[src/rtl/zfd_pkg.sv]
package zfd_pkg;

  typedef enum logic {
    SCAN_OR  = 1'b0,
    SCAN_AND = 1'b1
  } scan_op_e;

  function automatic int scan_levels(input int width);
    int lv;
    lv = 0;
    while ((1 << lv) < width) lv++;
    return (lv < 1) ? 1 : lv;
  endfunction

endpackage

[src/rtl/zfd_prefix_scan.sv]
module zfd_prefix_scan #(
  parameter int              WIDTH = 8,
  parameter zfd_pkg::scan_op_e OP  = zfd_pkg::SCAN_OR
) (
  input  logic [WIDTH-1:0] vec_i,
  output logic [WIDTH-1:0] scan_o
);
  localparam int LEVELS = zfd_pkg::scan_levels(WIDTH);

  // Kogge-Stone style inclusive scan: stage l merges spans of 2^l
  logic [LEVELS:0][WIDTH-1:0] stage;

  assign stage[0] = vec_i;

  for (genvar l = 0; l < LEVELS; l++) begin : g_level
    localparam int SPAN = 1 << l;
    for (genvar i = 0; i < WIDTH; i++) begin : g_bit
      if (i >= SPAN) begin : g_merge
        if (OP == zfd_pkg::SCAN_OR) begin : g_or
          assign stage[l+1][i] = stage[l][i] | stage[l][i-SPAN];
        end else begin : g_and
          assign stage[l+1][i] = stage[l][i] & stage[l][i-SPAN];
        end
      end else begin : g_pass
        assign stage[l+1][i] = stage[l][i];
      end
    end
  end

  assign scan_o = stage[LEVELS];

  // Scan outputs must be monotone along the vector and anchored at bit 0
  always_comb begin
    assert_scan_anchor_R7: assert (scan_o[0] == vec_i[0]);
    for (int i = 0; i < WIDTH - 1; i++) begin
      if (OP == zfd_pkg::SCAN_OR) begin
        assert_scan_or_mono_R7: assert (!scan_o[i] || scan_o[i+1]);
      end else begin
        assert_scan_and_mono_R7: assert (!scan_o[i+1] || scan_o[i]);
      end
    end
  end

endmodule

[src/rtl/zfd_encode.sv]
module zfd_encode #(
  parameter int WIDTH = 8
) (
  input  logic [WIDTH:0]   bin_i,
  output logic             zero_o,
  output logic [WIDTH-1:0] dim_o
);
  logic [WIDTH-1:0] scan_vec;
  logic [WIDTH-1:0] carry_in;

  // Zero flag: NOR over all n+1 bits
  assign zero_o = ~(|bin_i);

  // Carry into bit i = flag OR any lower input bit (generate = x, transmit = 1)
  if (WIDTH > 1) begin : g_wide
    assign scan_vec = {bin_i[WIDTH-2:0], zero_o};
  end else begin : g_narrow
    assign scan_vec = zero_o;
  end

  zfd_prefix_scan #(
    .WIDTH (WIDTH),
    .OP    (zfd_pkg::SCAN_OR)
  ) or_scan_i (
    .vec_i  (scan_vec),
    .scan_o (carry_in)
  );

  // Sum with an all-ones addend: one XNOR per bit
  assign dim_o = ~(bin_i[WIDTH-1:0] ^ carry_in);

  always_comb begin
    if (zero_o) begin
      assert_flag_clears_dim_R2: assert (dim_o == '0);
    end
    if (bin_i[WIDTH] && (bin_i[WIDTH-1:0] == '0)) begin
      assert_top_code_R3: assert (!zero_o && (&dim_o));
    end
    if (bin_i[WIDTH-1:0] != '0) begin
      assert_minus_one_R4: assert (!zero_o && (dim_o == bin_i[WIDTH-1:0] - 1'b1));
    end
  end

endmodule

[src/rtl/zfd_decode.sv]
module zfd_decode #(
  parameter int WIDTH = 8
) (
  input  logic             zero_i,
  input  logic [WIDTH-1:0] dim_i,
  output logic [WIDTH:0]   bin_o
);
  logic             inc;
  logic [WIDTH-1:0] scan_vec;
  logic [WIDTH-1:0] carry_in;

  assign inc = ~zero_i;

  // Carry into bit i = increment enable AND all lower bits set
  if (WIDTH > 1) begin : g_wide
    assign scan_vec = {dim_i[WIDTH-2:0], inc};
  end else begin : g_narrow
    assign scan_vec = inc;
  end

  zfd_prefix_scan #(
    .WIDTH (WIDTH),
    .OP    (zfd_pkg::SCAN_AND)
  ) and_scan_i (
    .vec_i  (scan_vec),
    .scan_o (carry_in)
  );

  assign bin_o[WIDTH-1:0] = dim_i ^ carry_in;
  assign bin_o[WIDTH]     = dim_i[WIDTH-1] & carry_in[WIDTH-1];

  always_comb begin
    if (!zero_i) begin
      assert_increment_R5: assert (bin_o == ({1'b0, dim_i} + 1'b1));
    end else begin
      assert_passthrough_R6: assert (bin_o == {1'b0, dim_i});
    end
    if (bin_o[WIDTH]) begin
      assert_top_only_from_ones_R5: assert (!zero_i && (&dim_i));
    end
  end

endmodule

[src/rtl/zfd_translator.sv]
module zfd_translator #(
  parameter int WIDTH = 8
) (
  input  logic [WIDTH:0]   bin_in,
  output logic             enc_zero,
  output logic [WIDTH-1:0] enc_dim,
  input  logic             dec_zero,
  input  logic [WIDTH-1:0] dec_dim,
  output logic [WIDTH:0]   bin_out
);

  zfd_encode #(.WIDTH(WIDTH)) encode_i (
    .bin_i  (bin_in),
    .zero_o (enc_zero),
    .dim_o  (enc_dim)
  );

  zfd_decode #(.WIDTH(WIDTH)) decode_i (
    .zero_i (dec_zero),
    .dim_i  (dec_dim),
    .bin_o  (bin_out)
  );

endmodule

[config.mk]
export PLATFORM = sky130hd
export DESIGN_NAME = zfd_translator
export DESIGN_NICKNAME = d
export VERILOG_FILES = /design/src/rtl/zfd_pkg.sv /design/src/rtl/zfd_prefix_scan.sv /design/src/rtl/zfd_encode.sv /design/src/rtl/zfd_decode.sv /design/src/rtl/zfd_translator.sv
export SDC_FILE = /design/constraint.sdc
export NUM_CORES = 1
export LEC_CHECK = 0
export ABC_CLOCK_PERIOD_IN_PS = 3950
export BUFFER_PORTS_ARGS = -buffer_cell sky130_fd_sc_hd__buf_2
export CAP_MARGIN = 0
export CORE_AREA = 2 2 39 41
export DETAILED_ROUTE_END_ITERATION = 16
export DIE_AREA = 0 0 41 43
export GPL_ROUTABILITY_DRIVEN = 0
export GPL_TIMING_DRIVEN = 0
export SETUP_SLACK_MARGIN = 0.2
export SLEW_MARGIN = 20
export SYNTH_ARGS = -nofsm -noshare
export SYNTH_HDL_FRONTEND = slang
export SYNTH_SLANG_ARGS = --single-unit
[constraint.sdc]
create_clock -name vclk -period 3.95
set_input_delay 0.395 -clock vclk [all_inputs]
set_output_delay 0.395 -clock vclk [all_outputs]
set_load 0.01 [all_outputs]
==> metrics.txt <==
Setup Crit Path Kind primary input to output port; worst min path class primary input to output port; Mapped Cells 43; worst setup slack after layout around 1.3 ns; clock buffer count 0; routed vias 442; PD cells a little under 100 nW/um^2; internal power between 0.02 and 0.025 mW; post-route insts no fill 95; ANT cells 0; slew margin rel. 0.818; CP required around 3.6 ns; Initial Util 0.226; worst hold start dec_dim[6]; vias in the first global route between 300 and 400; routed vias/inst 4.65; slowest CP cell or4_4; nets 102; crit path DAT about 2.2 ns; hold_buf cts 0; initial antenna violation count 0; IR drop worst, VDD around 32 uV; Fillers ~150; die height 43 microns; Sw Ratio 0.532; remaining antenna violation count after routing 0; CP endpoint enc_dim[7]; setup_tns 0 ns; final core utilization 0.371; Buf+Inv Stages, Crit Path 3; slowest stage delay, CP ~0.58 ns; share of post-route cells with drive strength above 1 0.506; Seq Cell Count 0; Layout area overhead 64.0%; Static Leakage 0.274 nW; Mean Syn Cell Area about 7.3 sq um; 1st-pass router iterations 3; synthesized area about 310 sq um; RSZ-0062 raised after global routing false; Slew Viols, Final 0; Core Area 1380 sq um; io pins 36; P_sw about 0.026 mW; Logic pwr share 1.000; post-place setup slack 1.30 ns; Startpoint Class primary input; Tmin final 2.63 ns; Synth cell types 22; DRC viols 0; Seq/Total Area, Yosys 0; power after layout a little under 0.05 mW; Reg area 0 sq um; Clock Power Share 0; Post-CTS Setup Repair Bufs 0; Post-Route WL ~840 microns; port buffer count 36; Cells after DPL 95; total track usage 0.0879; initial DRC count 5; Final Hold Vio Count 0; largest net degree at the start of global routing 7; fin crit share 0.666; worst slew pin tran about 0.27 ns; Sequential Power Share 0; Most common cell on crit path buf_2; CP Depth 9; Routed wire per std cell ~8.8 microns; Max Cap Violations 0; total grt overflow 0; outcome complete, no violations; crit end category output port; Cell Chain, Critical Path buf_2 -> or4_4 -> nor4_4 -> inv_1 -> ha_1 -> or4b_1 -> nor2_1 -> xor2_1 -> buf_2; Yosys warning total 0; Net Count, Synth 64; crit path max fanout 6; first-pass GRT wire length 1170 microns; Die Wd 41 microns; CP top delay family simple AND/OR/NAND/NOR gates; Max Clk Rate 380 MHz; hpwl dp around 770 microns; post-cts resize count 0; Worst Setup SP bin_in[1]; Core Rows 14; final setup fails 0; area of the multi-input gates approximately 290 sq um; die area 1760 sq um
[power groups by stage]
stage / Clock (mW) / Combinational (mW) / Sequential, mW
after floorplan: 0 / 0.0227 / 0
after global placement: 0 / 0.0488 / 0
after detailed placement: 0 / 0.0498 / 0
after CTS: 0 / 0.0500 / 0
after global routing: 0 / 0.0548 / 0
final: 0 / 0.0493 / 0
[cells by family (layout without fill, tap and decap cells)]
| kind of cell | count (synthesis) | after routing | synth area share |
|---|---|---|---|
| simple gates | 21 | 21 | 0.448 |
| xor+xnor | 9 | 9 | 0.252 |
| buf+inv | 5 | 41 | 0.0600 |
| compound gates | 4 | 4 | 0.0840 |
| fa+ha+maj | 3 | 3 | 0.120 |
| mux | 1 | 1 | 0.0360 |
[final cells by class]
cell class | instances | share of cell area
inverters | 5 | 0.0366
well taps | 16 | 0.0390
multi-input cells | 38 | 0.573
repair buffers | 36 | 0.351
[cells in the mapped netlist (all sizes together) (2+ instances only)]
library cell	instances	area, sq um
inv	5	18.8
xnor2	5	43.8
nand2	4	15.0
nor2	4	15.0
xor2	4	35.0
ha	3	37.5
and4	2	17.5
nand3	2	10.0
nor3	2	15.0
o21ai	2	10.0
[metal layers]
metal	GRT usage	vias to the layer above	routed length (microns)
li1	-	226	-
met1	0.104	195	327
met2	0.169	21	426
met3	0.00524	0	84
met4	0	0	0
met5	0	-	0
[through the flow]
step	cell area (sq um)	hold WS, ns
after floorplan	313	0.821
final	513	1.08
after CTS	513	1.08
after global placement	513	1.07
after global routing	513	1.10
after detailed placement	513	1.08
[cells in the final DEF (no fill, tap or decap)]
| master | n |
|---|---|
| and4_1 | 2 |
| buf_2 | 36 |
| ha_1 | 3 |
| inv_1 | 5 |
| mux2_2 | 1 |
| nand2_1 | 4 |
| nand3_1 | 2 |
| nand4_1 | 1 |
| nor2_1 | 4 |
| nor2b_1 | 1 |
| nor3_1 | 1 |
| nor3_2 | 1 |
| nor4_4 | 1 |
| o21ai_0 | 1 |
| o21ai_1 | 1 |
| o31ai_1 | 1 |
| o41ai_1 | 1 |
| or2_0 | 1 |
| or3_1 | 1 |
| or4_4 | 1 |
| or4b_1 | 1 |
| xnor2_1 | 5 |
| xor2_1 | 4 |
[worst min-delay path: stages]
cell and delay (ns):
buf_2 0.09, xnor2_1 0.06, buf_2 0.13
[how the worst min path moves through the flow]
stage | end | slack, ns | cells after the start
floorplan | enc_zero | 0.82 | 1
detailed placement | bin_out[6] | 1.08 | 3
global route | bin_out[4] | 1.10 | 3
finish | bin_out[6] | 1.08 | 3
global placement | bin_out[6] | 1.07 | 3
CTS | bin_out[6] | 1.08 | 3
No activity file was read; power rests on OpenSTA's default activity.
